===== src/rtl/fss_pkg.sv =====
package fss_pkg;
    localparam int ROWS       = 9;
    localparam int TOH_PER_N  = 3;
    localparam int COLS_PER_N = 90;
    localparam int GEN_W      = 7;
    localparam logic [GEN_W-1:0] GEN_SEED = '1;

    typedef enum logic [1:0] {
        ST_HUNT = 2'd0,
        ST_TOH  = 2'd1,
        ST_BODY = 2'd2
    } fss_state_e;

    typedef struct packed {
        logic [7:0]       mask;
        logic [GEN_W-1:0] next;
    } gen_step_t;

    // Eight steps of 1 + x^6 + x^7, output bit taken from the MSB, first bit lands in mask[7].
    function automatic gen_step_t gen_advance_byte(input logic [GEN_W-1:0] cur);
        gen_step_t        r;
        logic [GEN_W-1:0] s;
        s = cur;
        r.mask = '0;
        for (int i = 0; i < 8; i++) begin
            r.mask[7-i] = s[GEN_W-1];
            s = {s[GEN_W-2:0], s[GEN_W-1] ^ s[GEN_W-2]};
        end
        r.next = s;
        return r;
    endfunction
endpackage


===== src/rtl/fss_position.sv =====
module fss_position
    import fss_pkg::*;
#(
    parameter int N = 3,
    localparam int COLS  = COLS_PER_N * N,
    localparam int TOH   = TOH_PER_N * N,
    localparam int COL_W = $clog2(COLS),
    localparam int ROW_W = $clog2(ROWS)
) (
    input  logic             clk,
    input  logic             rst_n,
    input  logic             vld_i,
    input  logic             sof_i,
    output logic             start_o,
    output logic             scr_o,
    output logic             pass_o,
    output logic [ROW_W-1:0] row_o,
    output logic [COL_W-1:0] col_o
);
    fss_state_e       st_q, st_d, cur_st;
    logic [ROW_W-1:0] row_q, row_d, cur_row;
    logic [COL_W-1:0] col_q, col_d, cur_col;
    logic             start;

    // Position of the byte now on the input, and where the next one lands.
    always_comb begin
        start   = vld_i && (sof_i || (st_q != ST_HUNT && row_q == '0 && col_q == '0));
        cur_st  = start ? ST_TOH : st_q;
        cur_row = start ? '0 : row_q;
        cur_col = start ? '0 : col_q;
        st_d    = cur_st;
        row_d   = cur_row;
        col_d   = cur_col;
        unique case (cur_st)
            ST_HUNT: begin
                st_d = ST_HUNT;
            end
            ST_TOH: begin
                col_d = cur_col + COL_W'(1);
                if (cur_col == COL_W'(TOH - 1)) st_d = ST_BODY;
            end
            ST_BODY: begin
                if (cur_col == COL_W'(COLS - 1)) begin
                    col_d = '0;
                    if (cur_row == ROW_W'(ROWS - 1)) begin
                        row_d = '0;
                        st_d  = ST_TOH;
                    end else begin
                        row_d = cur_row + ROW_W'(1);
                    end
                end else begin
                    col_d = cur_col + COL_W'(1);
                end
            end
            default: st_d = ST_HUNT;
        endcase
    end

    always_ff @(posedge clk) begin
        if (!rst_n) begin
            st_q  <= ST_HUNT;
            row_q <= '0;
            col_q <= '0;
        end else if (vld_i) begin
            st_q  <= st_d;
            row_q <= row_d;
            col_q <= col_d;
        end
    end

    always_comb begin
        start_o = start;
        scr_o   = vld_i && (cur_st == ST_BODY);
        pass_o  = (cur_st != ST_BODY);
        row_o   = cur_row;
        col_o   = cur_col;
    end

    AST_ROW_BOUND: assert property (@(posedge clk) disable iff (!rst_n)
        row_q < ROW_W'(ROWS)) else $error("row out of range");
    AST_COL_BOUND: assert property (@(posedge clk) disable iff (!rst_n)
        col_q < COL_W'(COLS)) else $error("column out of range");
    AST_TOH_IN_ROW0: assert property (@(posedge clk) disable iff (!rst_n)
        (st_q == ST_TOH) |-> (row_q == '0 && col_q < COL_W'(TOH))) else $error("overhead state off row 0");
    AST_HOLD_IDLE: assert property (@(posedge clk) disable iff (!rst_n)
        !vld_i |=> ($stable(row_q) && $stable(col_q) && $stable(st_q))) else $error("position moved on idle");
endmodule


===== src/rtl/fss_generator.sv =====
module fss_generator
    import fss_pkg::*;
(
    input  logic       clk,
    input  logic       rst_n,
    input  logic       restart_i,
    input  logic       advance_i,
    output logic [7:0] mask_o
);
    logic [GEN_W-1:0] gen_q, base;
    gen_step_t        step;

    always_comb begin
        base   = restart_i ? GEN_SEED : gen_q;
        step   = gen_advance_byte(base);
        mask_o = step.mask;
    end

    always_ff @(posedge clk) begin
        if (!rst_n)                      gen_q <= GEN_SEED;
        else if (restart_i || advance_i) gen_q <= advance_i ? step.next : base;
    end

    AST_GEN_NONZERO: assert property (@(posedge clk) disable iff (!rst_n)
        gen_q != '0) else $error("generator locked at zero");
    AST_GEN_HOLD: assert property (@(posedge clk) disable iff (!rst_n)
        (!restart_i && !advance_i) |=> $stable(gen_q)) else $error("generator moved while idle");
endmodule


===== src/rtl/fss_xor_stage.sv =====
module fss_xor_stage #(
    parameter int ROW_W = 4,
    parameter int COL_W = 9
) (
    input  logic             clk,
    input  logic             rst_n,
    input  logic             vld_i,
    input  logic             start_i,
    input  logic             scr_i,
    input  logic             pass_i,
    input  logic [7:0]       data_i,
    input  logic [7:0]       mask_i,
    input  logic [ROW_W-1:0] row_i,
    input  logic [COL_W-1:0] col_i,
    output logic             vld_o,
    output logic             sof_o,
    output logic [7:0]       data_o,
    output logic             pass_o,
    output logic [ROW_W-1:0] row_o,
    output logic [COL_W-1:0] col_o
);
    always_ff @(posedge clk) begin
        if (!rst_n) begin
            vld_o  <= 1'b0;
            sof_o  <= 1'b0;
            data_o <= '0;
            pass_o <= 1'b0;
            row_o  <= '0;
            col_o  <= '0;
        end else begin
            vld_o <= vld_i;
            sof_o <= vld_i && start_i;
            if (vld_i) begin
                data_o <= data_i ^ (scr_i ? mask_i : 8'h00);
                pass_o <= pass_i;
                row_o  <= row_i;
                col_o  <= col_i;
            end
        end
    end
endmodule


===== src/rtl/sonet_frame_scrambler.sv =====
module sonet_frame_scrambler
    import fss_pkg::*;
#(
    parameter int N = 3,
    localparam int COL_W = $clog2(COLS_PER_N * N),
    localparam int ROW_W = $clog2(ROWS)
) (
    input  logic             clk,
    input  logic             rst_n,
    input  logic             sof_i,
    input  logic             vld_i,
    input  logic [7:0]       data_i,
    output logic             vld_o,
    output logic             sof_o,
    output logic [7:0]       data_o,
    output logic             pass_o,
    output logic [ROW_W-1:0] row_o,
    output logic [COL_W-1:0] col_o
);
    logic             start, scr, pass;
    logic [7:0]       mask;
    logic [ROW_W-1:0] cur_row;
    logic [COL_W-1:0] cur_col;

    fss_position #(.N(N)) u_position (
        .clk     (clk),
        .rst_n   (rst_n),
        .vld_i   (vld_i),
        .sof_i   (sof_i),
        .start_o (start),
        .scr_o   (scr),
        .pass_o  (pass),
        .row_o   (cur_row),
        .col_o   (cur_col)
    );

    fss_generator u_generator (
        .clk       (clk),
        .rst_n     (rst_n),
        .restart_i (start),
        .advance_i (scr),
        .mask_o    (mask)
    );

    fss_xor_stage #(.ROW_W(ROW_W), .COL_W(COL_W)) u_xor_stage (
        .clk     (clk),
        .rst_n   (rst_n),
        .vld_i   (vld_i),
        .start_i (start),
        .scr_i   (scr),
        .pass_i  (pass),
        .data_i  (data_i),
        .mask_i  (mask),
        .row_i   (cur_row),
        .col_i   (cur_col),
        .vld_o   (vld_o),
        .sof_o   (sof_o),
        .data_o  (data_o),
        .pass_o  (pass_o),
        .row_o   (row_o),
        .col_o   (col_o)
    );

    AST_IDLE_QUIET: assert property (@(posedge clk) disable iff (!rst_n)
        !vld_i |=> !vld_o) else $error("output without input");
    AST_ONE_OUT: assert property (@(posedge clk) disable iff (!rst_n)
        vld_i |=> vld_o) else $error("input byte lost");
    AST_PASS_INTACT: assert property (@(posedge clk) disable iff (!rst_n)
        (vld_i && pass) |=> (data_o == $past(data_i))) else $error("unscrambled byte altered");
    AST_START_POS: assert property (@(posedge clk) disable iff (!rst_n)
        (vld_i && sof_i) |=> (sof_o && pass_o && row_o == '0 && col_o == '0)) else $error("frame start misplaced");
endmodule


===== config.mk =====
export PLATFORM = sky130hd
export DESIGN_NAME = sonet_frame_scrambler
export DESIGN_NICKNAME = d
export VERILOG_FILES = /design/src/rtl/fss_pkg.sv /design/src/rtl/fss_position.sv /design/src/rtl/fss_generator.sv /design/src/rtl/fss_xor_stage.sv /design/src/rtl/sonet_frame_scrambler.sv
export SDC_FILE = /design/constraint.sdc
export NUM_CORES = 1
export LEC_CHECK = 0
export ABC_AREA = 1
export BUFFER_PORTS_ARGS = -buffer_cell sky130_fd_sc_hd__buf_2
export CAP_MARGIN = 30
export CORE_MARGIN = 5
export CORE_UTILIZATION = 31
export CTS_CLUSTER_SIZE = 28
export DETAILED_ROUTE_END_ITERATION = 8
export HOLD_SLACK_MARGIN = 0.08
export PLACE_DENSITY_LB_ADDON = 0.05
export SYNTH_ARGS = -nofsm -noshare
export SYNTH_HDL_FRONTEND = slang
export SYNTH_SLANG_ARGS = --single-unit

===== constraint.sdc =====
create_clock -name clk -period 2.8 [get_ports clk]
set_clock_uncertainty 0.15 [all_clocks]
set_input_delay 0.28 -clock clk [delete_from_list [all_inputs] [get_ports clk]]
set_output_delay 0.28 -clock clk [all_outputs]
set_load 0.01 [all_outputs]

==> results of run 1 <==
==> where the power goes <==
group	internal [mW]	switching (mW)
Combinational	0.0358	0.0668
Clock	0.200	0.233
Sequential	0.667	0.00661
==> sequential cells by signal (all words and copies together), names as in the netlist <==
| name | count |
|---|---|
| u_xor_stage.col_o | 9 |
| u_position.st_q | 2 |
| u_position.row_q | 4 |
| u_xor_stage.pass_o | 1 |
| u_generator.gen_q | 7 |
| u_xor_stage.vld_o | 1 |
| u_xor_stage.row_o | 4 |
| u_position.col_q | 9 |
| u_xor_stage.data_o | 8 |
| u_xor_stage.sof_o | 1 |
==> worst paths after layout <==
kind                            slack [ps]            startpoint  cells past startpoint                    end
worst min register to register         310  u_xor_stage.row_o[3]                      2   u_xor_stage.row_o[3]
worst max register to register         260   u_position.col_q[0]                     16    u_position.col_q[2]
worst max-delay path                   260   u_position.col_q[0]                     16    u_position.col_q[2]
worst min-delay path                   100             data_i[0]                      3  u_xor_stage.data_o[0]
==> cell usage after synthesis, types with 3 or more instances <==
cell type	count	share of area, %
sky130_fd_sc_hd__a21oi_1	11	2.4
sky130_fd_sc_hd__clkbuf_1	7	1.1
sky130_fd_sc_hd__dfxtp_1	46	40
sky130_fd_sc_hd__ha_1	7	3.8
sky130_fd_sc_hd__inv_1	34	5.5
sky130_fd_sc_hd__nand2_1	93	15
sky130_fd_sc_hd__nand2_2	3	0.81
sky130_fd_sc_hd__nand3_1	26	5.6
sky130_fd_sc_hd__nand4_1	3	0.81
sky130_fd_sc_hd__nor2_1	34	5.5
sky130_fd_sc_hd__o21ai_0	32	6.9
sky130_fd_sc_hd__o21ai_1	4	0.86
sky130_fd_sc_hd__o22ai_1	3	0.81
sky130_fd_sc_hd__xor2_1	13	4.9
==> routing by layer <==
metal  GRT usage [%]  routed length (um)  share of wire [%]
met1            19.0                3020                 51
met2            22.5                2600                 44
met3            3.64                 233                3.9
met4            4.44                  68                1.1
met5               0                   0                  0
==> metrics by stage <==
step / cell area, um2 / cells / total power, mW / hold slack [ps] / utilization [%]
2_1_floorplan: 2320 / 335 / 0.750 / 280 / -
3_3_place_gp: 2630 / 468 / 0.794 / 285 / 36.3
3_5_place_dp: 2630 / 468 / 0.794 / 291 / 36.3
4_1_cts: 2730 / 476 / 1.24 / 91.9 / 37.6
5_1_grt: 2730 / 476 / 1.28 / 91.1 / 37.6
6_report: 2730 / 476 / 1.21 / 101 / 37.6
==> worst max-delay path, stage by stage, from the launching register on <==
cell	delay, ps
sky130_fd_sc_hd__dfxtp_1	410
sky130_fd_sc_hd__nor2_1	60
sky130_fd_sc_hd__nand2_1	90
sky130_fd_sc_hd__nor2_1	50
sky130_fd_sc_hd__nand2_1	60
sky130_fd_sc_hd__nand2_2	60
sky130_fd_sc_hd__nand2_4	130
sky130_fd_sc_hd__inv_4	70
sky130_fd_sc_hd__nor2_1	230
sky130_fd_sc_hd__ha_1	190
sky130_fd_sc_hd__nand3_1	70
sky130_fd_sc_hd__nor2_1	130
sky130_fd_sc_hd__nand3_2	210
sky130_fd_sc_hd__nand2_2	120
sky130_fd_sc_hd__nand3_1	90
sky130_fd_sc_hd__nand3_1	200
sky130_fd_sc_hd__o22ai_1	100
==> area by class of cell <==
cell class | instances | area share (%)
inverters | 36 | 5.04
repair buffers | 45 | 9.17
well taps | 99 | 4.54
flip-flops and latches | 46 | 33.8
multi-input cells | 242 | 44.1
clock inverters | 1 | 0.183
clock buffers | 7 | 3.16
==> cells by family (layout without fill, tap and decap cells) <==
kind of cell / Yosys count / count (layout) / share of synthesized area [%]
flops: 46 / 46 / 39.7
simple gates: 164 / 164 / 29.4
buf+inv: 47 / 89 / 8.57
fa+ha+maj: 7 / 7 / 3.77
xor+xnor: 15 / 15 / 5.66
compound gates: 56 / 56 / 12.9
==> results.py, run 1 <==
metrics = {
    "clocking": {
        "numCtsBuffers": 5,
        "tritoncts_clock_tree": "yes",
        "htree_levels": 2,
        "insertion_delay_ps": 300,
        "cts.path.max_buffers": 2,
        "clk_pin_slew_ps": 90,
        "cts-resized-gates": 0,
        "cts.hold.buffers_added": 0,
        "numClockSinks": 46,
        "clock_root_buffer": "sky130_fd_sc_hd__clkbuf_8",
        "cts_setup_buffers": 0,
    },
    "power": {
        "power_density_nw_per_um2": 443,
        "ir_worst_vdd_v": 0.000205,
        "total_leakage_power_nw": 1.26,
    },
    "sta": {
        "setup_ws_ps": 260,
        "tightest_slew_ps": 503,
        "finalCriticalPeriod_ps": 2540,
        "slew_limit_headroom_pct": 66.3,
        "finalSetupTns_ps": 0,
        "timing.final.hold_violations": 0,
        "max_freq_mhz": 394,
        "slew_viol_final": 0,
        "final.period_utilization_pct": 90.7,
        "grt_setup_unrepaired": "no",
        "timing.final.setup_violations": 0,
    },
    "status": {
        "status": "finished, final reports clean",
    },
    "layout": {
        "multi_input_area_um2": 1200,
        "layout-drive-gt1-share_pct": 16.7,
        "syn2layout_area_growth_pct": 17.6,
        "nNetsFinal": 395,
        "antenna_cells_inserted": 0,
        "final-seq-area_um2": 922,
        "mostFrequentLayoutCell": "sky130_fd_sc_hd__nand2_1",
        "filler_cells_inserted": 822,
        "most_frequent_cells_in_the_layout": "sky130_fd_sc_hd__nand2_1 (93), sky130_fd_sc_hd__dfxtp_1 (45), sky130_fd_sc_hd__buf_2 (35)",
    },
    "floorplan": {
        "die_h_um": 96.5,
        "die_area_um2": 9320,
        "rows": 31,
        "floorplan.initialDensity_pct": 32.0,
        "die_w_um": 96.5,
        "placeableCoreArea_um2": 7250,
        "top_level_i_o_count": 36,
    },
    "critical_path": {
        "required_ps": 2840,
        "critPathKind": "reg2reg",
        "arrival_time_of_the_worst_setup_path_ps": 2580,
        "critical_path.endpoint_type": "flip-flop",
        "worst-path-max-fanout": 11,
        "startpoint_type": "flip-flop",
    },
    "placed_design": {
        "gpl.final_weighted_congestion": 0.817,
        "preCtsSetupSlack_ps": 185,
        "buffer_ports.inserted": 35,
        "place_hpwl_mm": 4.48,
    },
    "global_route": {
        "track_usage_pct": 14.2,
        "first_global_vias": 2091,
        "grt-ovfl-total": 0,
        "grt_start_max_net_pins": 28,
        "grt_pass1_wl_mm": 10.2,
        "number_of_antenna_violations_at_the_first_check_in_global_routing": 0,
    },
    "hold_path": {
        "hp-class": "in2reg",
    },
    "logic_synthesis": {
        "syn_inst": 335,
        "asyncSetResetFlopFracSynth_pct": 0,
        "syn_area_um2": 2320,
        "ys_ff_latch": 46,
        "synth_edf_count": 0,
        "synth-seq-area-share_pct": 39.7,
        "synth.net_count": 354,
        "synth_area_per_cell_um2": 6.93,
        "synthDistinctLibCells": 28,
        "ys.flop_type": "sky130_fd_sc_hd__dfxtp_1",
        "synth_warnings": 0,
    },
    "route": {
        "drt_iter0_markers": 80,
        "drtPass1Iterations": 4,
        "route.detailed.drc": 0,
        "route.final.wire_length_mm": 5.92,
        "vias_per_cell": 4.58,
        "routed_via_count": 2178,
        "avgRoutedWirePerCell_um": 12.4,
        "ant_nets": 0,
    },
    "flow_run": {
        "max_cap_viol_count": 0,
    },
}
Note: power is estimated with default switching activity, not from simulation.
==> inputs of run 2 (changes only) <==
SYNTH_HIERARCHICAL = 1   (was unset)
==> run 2 against run 1 <==
  * Sequential power up 2%
  * Wire length up 27%
  * First-iteration DRC count up 24%
  * Highest routed layer unchanged
==> results.py, run 2 <==
metrics = {
    "status": {
        "status": "finished, final reports clean",
    },
    "logic_synthesis": {
        "syn_inst": 403,
        "yosys.area.top_type_share_pct": 34.9,
        "synth_warnings": 6,
        "synth.net_count": 422,
        "synth-seq-area-share_pct": 34.9,
        "asyncSetResetFlopFracSynth_pct": 0,
        "synth_commonest_cells": "sky130_fd_sc_hd__nand2_1 (91), sky130_fd_sc_hd__nor2_1 (67), sky130_fd_sc_hd__inv_1 (49), sky130_fd_sc_hd__dfxtp_1 (46), sky130_fd_sc_hd__o21ai_0 (30)",
        "ys.flop_type": "sky130_fd_sc_hd__dfxtp_1",
        "synth_edf_count": 0,
        "syn_area_um2": 2640,
        "synth_area_leader_cell": "sky130_fd_sc_hd__dfxtp_1",
        "most_instantiated_library_cell_after_synthesis": "sky130_fd_sc_hd__nand2_1",
        "synthDistinctLibCells": 30,
        "synth_area_per_cell_um2": 6.55,
        "synth.top_cells.by_area": "sky130_fd_sc_hd__dfxtp_1 (35%), sky130_fd_sc_hd__nand2_1 (13%), sky130_fd_sc_hd__nor2_1 (9.5%), sky130_fd_sc_hd__inv_1 (7.0%), sky130_fd_sc_hd__o21ai_0 (5.7%)",
        "ys_ff_latch": 46,
    },
    "clocking": {
        "numCtsBuffers": 5,
        "tritoncts_clock_tree": "yes",
        "clk_pin_slew_ps": 100,
        "cts.path.max_buffers": 2,
        "htree_levels": 2,
        "numClockSinks": 46,
        "clock_root_buffer": "sky130_fd_sc_hd__clkbuf_8",
        "insertion_delay_ps": 310,
    },
    "placed_design": {
        "buffer_ports.inserted": 35,
        "place_hpwl_mm": 5.60,
        "gpl.final_weighted_congestion": 0.858,
    },
    "global_route": {
        "track_usage_pct": 15.1,
        "number_of_antenna_violations_at_the_first_check_in_global_routing": 0,
        "first_global_vias": 2574,
        "grt_pass1_wl_mm": 12.4,
        "grt-ovfl-total": 0,
        "grt_start_max_net_pins": 48,
    },
    "floorplan": {
        "top_level_i_o_count": 36,
        "die_w_um": 102,
        "die_h_um": 102,
        "floorplan.initialDensity_pct": 32.0,
        "placeableCoreArea_um2": 8260,
        "die_area_um2": 10500,
        "rows": 33,
    },
    "route": {
        "avgRoutedWirePerCell_um": 13.7,
        "drtPass1Iterations": 6,
        "vias_per_cell": 4.73,
        "top_signal_layer_used": "met4",
        "routed_via_count": 2599,
        "met3_length_um": 271,
        "route.layer.met1.wl_mm": 3.66,
        "drt_iter0_markers": 99,
        "ant_nets": 0,
        "route.detailed.drc": 0,
        "route.final.wire_length_mm": 7.53,
        "routed_met2_length_mm": 3.50,
    },
    "sta": {
        "grt_setup_unrepaired": "yes",
        "final.period_utilization_pct": 89.4,
        "slew_limit_headroom_pct": 61.4,
        "tightest_slew_ps": 572,
        "timing.final.setup_violations": 0,
        "slew_viol_final": 0,
        "finalSetupTns_ps": 0,
        "timing.final.hold_violations": 0,
        "finalCriticalPeriod_ps": 2500,
        "max_freq_mhz": 399,
    },
    "power": {
        "share_of_power_burned_in_registers_pct": 53.0,
        "power_switching_uw": 384,
        "power_report.internal_total_uw": 915,
        "comb_power_share_pct": 11.7,
        "ir_worst_vdd_v": 0.000234,
        "fin_total_pwr_mw": 1.30,
        "clock_power_share_pct": 35.3,
        "power_density_nw_per_um2": 426,
        "total_leakage_power_nw": 1.41,
        "sw_frac_of_total_pct": 29.5,
    },
    "critical_path": {
        "critPathKind": "reg2reg",
        "critical_path.endpoint_type": "flip-flop",
        "arrival_time_of_the_worst_setup_path_ps": 2530,
        "reg2reg_depth": 17,
        "required_ps": 2830,
        "worst-path-max-fanout": 8,
        "startpoint_type": "flip-flop",
        "regToRegSetupSlack_ps": 300,
    },
    "hold_path": {
        "worstHoldPathCells": 2,
        "hp-class": "in2reg",
    },
    "layout": {
        "top_regs": "u_position/col_q (9), u_xor_stage/col_o (9), u_xor_stage/data_o (8)",
        "final_util_pct": 36.9,
        "layout-drive-gt1-share_pct": 19.1,
        "antenna_cells_inserted": 0,
        "nNetsFinal": 462,
        "mostFrequentLayoutCell": "sky130_fd_sc_hd__nand2_1",
        "filler_cells_inserted": 922,
        "most_frequent_cells_in_the_layout": "sky130_fd_sc_hd__nand2_1 (91), sky130_fd_sc_hd__nor2_1 (66), sky130_fd_sc_hd__inv_1 (48)",
        "syn2layout_area_growth_pct": 15.4,
    },
    "flow_run": {
        "max_cap_viol_count": 0,
    },
}
==> run 2: metal layers <==
layer,global-route usage [%],vias to the layer above
li1,-,1357
met5,0,-
met2,25.5,39
met1,19.4,1195
met3,3.34,8
met4,3.83,0
==> run 2: worst paths after layout <==
check                      start              endpoint
min reg2reg   u_position/st_q[1]    u_position/st_q[1]
min                        rst_n  u_generator/gen_q[0]
max          u_position/col_q[0]   u_position/col_q[4]
max reg2reg  u_position/col_q[0]   u_position/col_q[4]
==> run 2: power by group through the flow <==
stage               registers (mW)  logic (mW)  clock network (mW)
global placement             0.703       0.154                   0
floorplan                    0.711      0.0807                   0
finish                       0.688       0.152               0.459
detailed placement           0.703       0.152                   0
global route                 0.691       0.172               0.510
CTS                          0.688       0.153               0.480
==> run 2: area by class of cell <==
type / count / area, um2 / area share [%]
timing repair buffer: 49 / 280 / 9.20
tap: 105 / 131 / 4.31
clock buffer: 5 / 68.8 / 2.26
sequential: 46 / 923 / 30.3
clock inverter: 3 / 26.3 / 0.862
multi-input combinational: 289 / 1420 / 46.7
inverter: 52 / 195 / 6.40
==> run 2: kinds of logic after synthesis <==
family	Yosys count	share of synthesized area [%]
DFF	46	34.9
and+or+nand+nor	213	35.2
AOI/OAI and AO/OA	66	13.9
buffers and inverters	68	11.7
adders and majority gates	7	3.32
xor gates and xnor gates	3	0.995
==> run 2: critical path, cell delays in order (launching register included) <==
cell and delay (ps):
sky130_fd_sc_hd__dfxtp_1 350, sky130_fd_sc_hd__nor2_1 170, sky130_fd_sc_hd__nand2_1 70, sky130_fd_sc_hd__nor2_1 110, sky130_fd_sc_hd__nand2_1 50, sky130_fd_sc_hd__nand2_1 60
sky130_fd_sc_hd__nand2_2 120, sky130_fd_sc_hd__inv_2 130, sky130_fd_sc_hd__nor2_1 70, sky130_fd_sc_hd__inv_1 80, sky130_fd_sc_hd__ha_1 180, sky130_fd_sc_hd__nand2_1 70
sky130_fd_sc_hd__nor2_1 140, sky130_fd_sc_hd__nand2_1 110, sky130_fd_sc_hd__nand2_1 160, sky130_fd_sc_hd__nand3_4 150, sky130_fd_sc_hd__nand3_1 120, sky130_fd_sc_hd__a21oi_1 70
==> run 2: what timing repair did <==
action,4_1_cts,5_1_grt
gates resized for setup,0,5
buffers inserted,0,0
hold buffers,0,0
endpoints found under the setup margin,0,23
==> run 2: stage by stage <==
stage	cell area (um2)	hold WS (ps)	setup slack [ps]	std cells
2_1_floorplan	2640	214	244	403
3_3_place_gp	2940	308	230	541
3_5_place_dp	2940	311	217	541
4_1_cts	3040	122	182	549
5_1_grt	3050	128	-27.6	549
6_report	3050	118	296	549
